<file path="src/rtl/rpt_hdr_pkg.sv">
package rpt_hdr_pkg;
  typedef enum logic [1:0] {
    ST_IDLE   = 2'd0,
    ST_LOOKUP = 2'd1,
    ST_WORD0  = 2'd2,
    ST_WORD1  = 2'd3
  } hdrState_e;

  // Strobes from control to datapath
  typedef struct packed {
    logic capture;    // accept request: latch offset, read table
    logic load;       // latch looked-up entry
    logic second;     // present word 1
    logic raiseAlign; // misaligned request
    logic raiseMiss;  // invalid entry
  } hdrCtrl_t;
endpackage

</file>
<file path="src/rtl/rpt_table.sv">
module rpt_table #(
  parameter int IDX_W  = 6,
  parameter int NODE_W = 8,
  parameter int PAGE_W = 20
) (
  input  logic              clk,
  input  logic              rstN,
  input  logic              wrEn,
  input  logic [IDX_W-1:0]  wrIdx,
  input  logic              wrValid,
  input  logic [NODE_W-1:0] wrNode,
  input  logic [PAGE_W-1:0] wrPage,
  input  logic              rdEn,
  input  logic [IDX_W-1:0]  rdIdx,
  output logic              rdValid,
  output logic [NODE_W-1:0] rdNode,
  output logic [PAGE_W-1:0] rdPage
);
  localparam int DEPTH = 1 << IDX_W;

  logic [NODE_W-1:0] nodeMem [DEPTH];
  logic [PAGE_W-1:0] pageMem [DEPTH];
  logic [DEPTH-1:0]  validMem;

  always_ff @(posedge clk) begin
    if (wrEn) begin
      nodeMem[wrIdx] <= wrNode;
      pageMem[wrIdx] <= wrPage;
    end
    if (rdEn) begin
      rdNode <= nodeMem[rdIdx];
      rdPage <= pageMem[rdIdx];
    end
  end

  always_ff @(posedge clk) begin
    if (!rstN) begin
      validMem <= '0;
      rdValid  <= 1'b0;
    end else begin
      if (wrEn) validMem[wrIdx] <= wrValid;
      if (rdEn) rdValid <= validMem[rdIdx];
    end
  end
endmodule

</file>
<file path="src/rtl/rpt_hdr_datapath.sv">
module rpt_hdr_datapath
  import rpt_hdr_pkg::*;
#(
  parameter int ADDR_W   = 32,
  parameter int REGION_W = 2,
  parameter logic [REGION_W-1:0] DEV_TAG = 2'b11,
  parameter int OFFSET_W = 12,
  parameter int IDX_W    = 6,
  parameter int NODE_W   = 8,
  parameter int PAGE_W   = 20,
  localparam int PN_W    = ADDR_W - REGION_W - OFFSET_W,
  localparam int HDR_W   = PAGE_W + OFFSET_W
) (
  input  logic              clk,
  input  logic              rstN,
  input  logic [ADDR_W-1:0] proxyAddr,
  input  hdrCtrl_t          ctrl,
  input  logic              rdValid,
  input  logic [NODE_W-1:0] rdNode,
  input  logic [PAGE_W-1:0] rdPage,
  output logic              devHit,
  output logic              aligned,
  output logic [IDX_W-1:0]  rdIdx,
  output logic [HDR_W-1:0]  hdrWord,
  output logic              errAlign,
  output logic              errMiss
);
  logic [OFFSET_W-1:0] offsetQ;
  logic [NODE_W-1:0]   nodeQ;
  logic [PAGE_W-1:0]   pageQ;

  assign devHit  = proxyAddr[ADDR_W-1 -: REGION_W] == DEV_TAG;
  assign aligned = proxyAddr[1:0] == 2'b00;
  assign rdIdx   = proxyAddr[OFFSET_W +: IDX_W];

  generate
    if (IDX_W < PN_W) begin : g_pageHi
      logic unusedPageHi;
      assign unusedPageHi = ^proxyAddr[OFFSET_W+IDX_W +: PN_W-IDX_W];
    end
  endgenerate

  // rdValid is consumed by control; kept here for the lookup bundle
  logic unusedRdValid;
  assign unusedRdValid = rdValid;

  always_ff @(posedge clk) begin
    if (ctrl.capture) offsetQ <= proxyAddr[OFFSET_W-1:0];
    if (ctrl.load) begin
      nodeQ <= rdNode;
      pageQ <= rdPage;
    end
  end

  always_ff @(posedge clk) begin
    if (!rstN) begin
      errAlign <= 1'b0;
      errMiss  <= 1'b0;
    end else begin
      errAlign <= ctrl.raiseAlign;
      errMiss  <= ctrl.raiseMiss;
    end
  end

  assign hdrWord = ctrl.second ? {pageQ, offsetQ}
                               : {{(HDR_W-NODE_W){1'b0}}, nodeQ};
endmodule

</file>
<file path="src/rtl/rpt_hdr_ctrl.sv">
module rpt_hdr_ctrl
  import rpt_hdr_pkg::*;
(
  input  logic     clk,
  input  logic     rstN,
  input  logic     proxyValid,
  input  logic     devHit,
  input  logic     aligned,
  input  logic     entryValid,
  input  logic     hdrReady,
  output hdrCtrl_t ctrl,
  output logic     hdrValid,
  output logic     hdrLast,
  output logic     busy
);
  hdrState_e state, stateNext;
  logic idle, hit;

  assign idle = state == ST_IDLE;
  assign hit  = idle && proxyValid && devHit;

  always_comb begin
    ctrl.capture    = hit && aligned;
    ctrl.raiseAlign = hit && !aligned;
    ctrl.load       = (state == ST_LOOKUP) && entryValid;
    ctrl.raiseMiss  = (state == ST_LOOKUP) && !entryValid;
    ctrl.second     = state == ST_WORD1;
  end

  always_comb begin
    stateNext = state;
    unique case (state)
      ST_IDLE:   if (ctrl.capture) stateNext = ST_LOOKUP;
      ST_LOOKUP: stateNext = entryValid ? ST_WORD0 : ST_IDLE;
      ST_WORD0:  if (hdrReady) stateNext = ST_WORD1;
      ST_WORD1:  if (hdrReady) stateNext = ST_IDLE;
      default:   stateNext = ST_IDLE;
    endcase
  end

  always_ff @(posedge clk) begin
    if (!rstN) state <= ST_IDLE;
    else       state <= stateNext;
  end

  assign hdrValid = (state == ST_WORD0) || (state == ST_WORD1);
  assign hdrLast  = state == ST_WORD1;
  assign busy     = !idle;
endmodule

</file>
<file path="src/rtl/rpt_hdr_builder.sv">
module rpt_hdr_builder
  import rpt_hdr_pkg::*;
#(
  parameter int ADDR_W   = 32,
  parameter int REGION_W = 2,
  parameter logic [REGION_W-1:0] DEV_TAG = 2'b11,
  parameter int IDX_W    = 6,
  parameter int NODE_W   = 8,
  parameter int PAGE_W   = 20,
  localparam int OFFSET_W = 12,
  localparam int HDR_W    = PAGE_W + OFFSET_W
) (
  input  logic              clk,
  input  logic              rstN,
  input  logic              proxyValid,
  input  logic [ADDR_W-1:0] proxyAddr,
  input  logic              tblWrEn,
  input  logic [IDX_W-1:0]  tblWrIdx,
  input  logic              tblWrValid,
  input  logic [NODE_W-1:0] tblWrNode,
  input  logic [PAGE_W-1:0] tblWrPage,
  output logic              hdrValid,
  input  logic              hdrReady,
  output logic [HDR_W-1:0]  hdrWord,
  output logic              hdrLast,
  output logic              busy,
  output logic              errAlign,
  output logic              errMiss
);
  hdrCtrl_t          ctrl;
  logic              devHit, aligned, rdValid;
  logic [IDX_W-1:0]  rdIdx;
  logic [NODE_W-1:0] rdNode;
  logic [PAGE_W-1:0] rdPage;

  rpt_table #(.IDX_W(IDX_W), .NODE_W(NODE_W), .PAGE_W(PAGE_W)) uTable (
    .clk(clk), .rstN(rstN),
    .wrEn(tblWrEn), .wrIdx(tblWrIdx), .wrValid(tblWrValid),
    .wrNode(tblWrNode), .wrPage(tblWrPage),
    .rdEn(ctrl.capture), .rdIdx(rdIdx),
    .rdValid(rdValid), .rdNode(rdNode), .rdPage(rdPage)
  );

  rpt_hdr_datapath #(
    .ADDR_W(ADDR_W), .REGION_W(REGION_W), .DEV_TAG(DEV_TAG),
    .OFFSET_W(OFFSET_W), .IDX_W(IDX_W), .NODE_W(NODE_W), .PAGE_W(PAGE_W)
  ) uDp (
    .clk(clk), .rstN(rstN), .proxyAddr(proxyAddr), .ctrl(ctrl),
    .rdValid(rdValid), .rdNode(rdNode), .rdPage(rdPage),
    .devHit(devHit), .aligned(aligned), .rdIdx(rdIdx),
    .hdrWord(hdrWord), .errAlign(errAlign), .errMiss(errMiss)
  );

  rpt_hdr_ctrl uCtrl (
    .clk(clk), .rstN(rstN), .proxyValid(proxyValid),
    .devHit(devHit), .aligned(aligned), .entryValid(rdValid),
    .hdrReady(hdrReady), .ctrl(ctrl),
    .hdrValid(hdrValid), .hdrLast(hdrLast), .busy(busy)
  );
endmodule

</file>
<file path="config.mk">
export PLATFORM = sky130hd
export DESIGN_NAME = rpt_hdr_builder
export DESIGN_NICKNAME = d
export VERILOG_FILES = /design/src/rtl/rpt_hdr_pkg.sv /design/src/rtl/rpt_table.sv /design/src/rtl/rpt_hdr_datapath.sv /design/src/rtl/rpt_hdr_ctrl.sv /design/src/rtl/rpt_hdr_builder.sv
export SDC_FILE = /design/constraint.sdc
export NUM_CORES = 2
export LEC_CHECK = 0
export ABC_AREA = 1
export BUFFER_PORTS_ARGS = -buffer_cell sky130_fd_sc_hd__buf_2
export CORE_UTILIZATION = 39
export DETAILED_ROUTE_END_ITERATION = 6
export MAX_ROUTING_LAYER = met4
export PLACE_DENSITY = 0.53
export SKIP_CTS_REPAIR_TIMING = 1
export SLEW_MARGIN = 20
export SYNTH_ARGS = -nofsm -noshare
export SYNTH_HDL_FRONTEND = slang
export SYNTH_SLANG_ARGS = --single-unit
</file>
<file path="constraint.sdc">
create_clock -name clk -period 7.8 [get_ports clk]
set_input_delay 1.17 -clock clk [delete_from_list [all_inputs] [get_ports clk]]
set_output_delay 1.17 -clock clk [all_outputs]
set_load 0.005 [all_outputs]
</file>
==> flow_summary.json <==
{
  "final_cell_mix": "1,860 x sky130_fd_sc_hd__edfxtp_1, 1,025 x sky130_fd_sc_hd__nand2_1, 999 x sky130_fd_sc_hd__nor2_1, 667 x sky130_fd_sc_hd__o21ai_0, 449 x sky130_fd_sc_hd__o22ai_1",
  "critPathRequiredTime_ps": 8470,
  "yosysTopAreaCell": "sky130_fd_sc_hd__edfxtp_1",
  "cp-end-kind": "flip-flop",
  "share_of_layout_cells_above_drive_strength_1_pct": 9.05,
  "syn_area_per_cell_sq_um": 12.3,
  "drtAntennaViolNets": 0,
  "grt_usage_pct": 23.3,
  "placement_rows": 162,
  "post-layout-total-power_mw": 21.9,
  "post_route_hold_slack_ps": 417,
  "power.static_leakage_nw": 28.7,
  "tritoncts": "done",
  "fp.dieH_um": 445,
  "slew_headroom_pct": 34.9,
  "cts_num_sinks": 1929,
  "min_period_ps": 3970,
  "fp.dieW_um": 445,
  "post_dp_cell_area_sq_mm": 0.0801,
  "setup_viol_count_final": 0,
  "maxCapViolations": 0,
  "final_common_cell": "sky130_fd_sc_hd__edfxtp_1",
  "postLayoutCellArea_sq_mm": 0.0863,
  "timing.fmax_ghz": 0.252,
  "status": "finished, final reports clean",
  "power_per_cell_area_mw_per_mm2": 253,
  "reg2reg_setup_slack_ps": 5760,
  "place.gp.congestion": 0.799,
  "vias_per_cell": 5.47,
  "clock_tree.buffer_depth": 3,
  "clock_insertion_delay_worst_skew_ps": 850,
  "setup_repair_after_global_routing_missed_its_margin": "no",
  "dr_total_vias": 49400,
  "grt_max_degree": 177,
  "r2r_cells": 8,
  "start_kind": "input pin",
  "setup_tns_ps": 0,
  "yosys_warnings": 0,
  "fin_crit_sh_pct": 50.9,
  "hold_violations": 0,
  "placed_cells": 8658,
  "cts_inserted_buffers": 201,
  "wl_per_cell_um": 25.1,
  "grt.overflow.total": 0,
  "synth_sequential_area_ratio_pct": 74.9,
  "end_of_the_critical_path": "uTable.rdPage[0]",
  "synth.area.top_cells": "sky130_fd_sc_hd__edfxtp_1 73%, sky130_fd_sc_hd__nor2_1 5.2%, sky130_fd_sc_hd__nand2_1 5.0%, sky130_fd_sc_hd__o21ai_0 4.4%, sky130_fd_sc_hd__o22ai_1 3.7%",
  "syn_nets": 6304,
  "min_path_type": "reg -> reg",
  "grt_pass1_wl_um": 327000,
  "post_synth_instance_area_sq_mm": 0.0764,
  "timing.critical_path.arrival_ps": 4630,
  "worst-setup-path-type": "in -> reg",
  "globalRouteMet3Util_pct": 2.57,
  "vdd_drop_max_mv": 0.232,
  "detail_route.iter0.violations": 5116,
  "count_of_mapped_cells_out_of_synthesis": 6232,
  "synth_cell_type_count": 24,
  "tightestPinTransition_ps": 977,
  "utilization_pct": 44.3,
  "globalRouteMet1Util_pct": 30.4,
  "drt-total-wl_um": 227000,
  "flip_flop_and_latch_count_after_synthesis": 1929,
  "layout-area-overhead-vs-synth_pct": 12.9,
  "crit_fanout": 160,
  "placeableCoreArea_sq_mm": 0.195,
  "cts-root-buf": "sky130_fd_sc_hd__clkbuf_16",
  "dp_worst_setup_slack_ps": 3080,
  "grt_pass1_vias": 47200,
  "cts.reportedPaths.clkPinSlew_ps": 60,
  "nNetsFinal": 6309,
  "setup_slack_ps": 3830,
  "finalMaxSlewViolations": 0,
  "dp_hpwl_um": 110000,
  "grt_antenna_before_repair": 13,
  "worst_r2r_startpoint": "uTable.nodeMem[57][4]",
  "first_pass_iters": 5,
  "hp-start": "uTable.rdPage[13]",
  "global_route.peak_usage_layer": "met2",
  "reg2reg_to": "uTable.rdNode[4]",
  "met2_usage_pct": 37.8,
  "floorplan.initialDensity_pct": 39.2,
  "htreeDepth": 4,
  "boundaryPins": 109,
  "route.detailed.drc": 0,
  "fin_worst_skew_ps": 25.7,
  "worst_setup_path_startpoint": "proxyAddr[12]",
  "synth.top_cell.area_share_pct": 73.1,
  "port_buffers": 96,
  "stdcell_count": 9036,
  "dieArea_sq_mm": 0.198,
  "worstHoldPathCells": 0
}
## per-layer routing
layer,vias to the layer above,part of all wire [%]
li1,22600,-
met1,24900,43
met2,1623,48
met3,342,5.8
met4,0,3.2
met5,-,0
## power breakdown
group	switching (mW)	total, mW	internal [mW]
combinational	1.01	1.32	0.304
clock	4.00	9.10	5.10
sequential	0.0160	11.4	11.4
total	5.03	21.9	16.8
## final cells by class
type	count	area (sq um)
Tap cell	2624	3280
Clock buffer	257	5300
Clock inverter	115	885
Multi-Input combinational cell	3806	17500
Timing Repair Buffer	239	1820
Fill cell	17800	108000
Antenna cell	6	15.0
Sequential cell	1929	57200
Inverter	60	269
## worst min-delay path by stage
stage / endpoint / slack (ps)
global placement: uDp.pageQ[15] / 400
detailed placement: uDp.nodeQ[6] / 410
finish: uDp.pageQ[13] / 420
CTS: uDp.pageQ[16] / 420
global route: uDp.pageQ[12] / 420
floorplan: uDp.nodeQ[0] / 400
## synth_stat cells
cell type,number
sky130_fd_sc_hd__a21oi_1,1
sky130_fd_sc_hd__inv_6,1
sky130_fd_sc_hd__dfxtp_1,69
sky130_fd_sc_hd__inv_1,55
sky130_fd_sc_hd__clkbuf_2,4
sky130_fd_sc_hd__buf_2,141
sky130_fd_sc_hd__edfxtp_1,1860
sky130_fd_sc_hd__or2_2,1
sky130_fd_sc_hd__nor3_1,74
sky130_fd_sc_hd__nor2_1,1064
sky130_fd_sc_hd__a211oi_1,1
sky130_fd_sc_hd__buf_1,21
sky130_fd_sc_hd__buf_6,11
sky130_fd_sc_hd__nand2_1,1026
sky130_fd_sc_hd__nand3_1,227
sky130_fd_sc_hd__nand4_1,1
sky130_fd_sc_hd__buf_4,19
sky130_fd_sc_hd__o21a_1,1
sky130_fd_sc_hd__clkinv_1,2
sky130_fd_sc_hd__inv_2,2
sky130_fd_sc_hd__o22ai_1,449
sky130_fd_sc_hd__clkbuf_1,241
sky130_fd_sc_hd__o21ai_1,294
sky130_fd_sc_hd__o21ai_0,667
## critical path, stage by stage
cell	delay, ps
sky130_fd_sc_hd__buf_8	530
sky130_fd_sc_hd__buf_4	730
sky130_fd_sc_hd__buf_12	590
sky130_fd_sc_hd__o21ai_0	210
sky130_fd_sc_hd__o22ai_1	230
sky130_fd_sc_hd__nand2_1	80
sky130_fd_sc_hd__nand2_1	100
sky130_fd_sc_hd__nand2_1	70
sky130_fd_sc_hd__nand3_1	110
sky130_fd_sc_hd__nand3_1	280
sky130_fd_sc_hd__nand2_1	250
## cell families (layout without fill, tap and decap cells)
| group | after synthesis | in the layout | share of synthesized area [%] |
|---|---|---|---|
| other cells | 0 | 6 | 0 |
| simple gates | 2393 | 2393 | 12.2 |
| compound gates | 1413 | 1413 | 9.99 |
| buf+inv | 497 | 671 | 2.89 |
| flops | 1929 | 1929 | 74.9 |
## sequential cells by signal (all words and copies together) (netlist names), 8 cells and up, named ones only
| name | flops |
|---|---|
| uDp.nodeQ | 8 |
| uDp.pageQ | 20 |
| uTable.rdNode | 8 |
| uTable.validMem | 64 |
| uTable.rdPage | 20 |
| uDp.offsetQ | 12 |
| uTable.nodeMem | 512 |
| uTable.pageMem | 1280 |
Power figures use the tool's default switching activity.
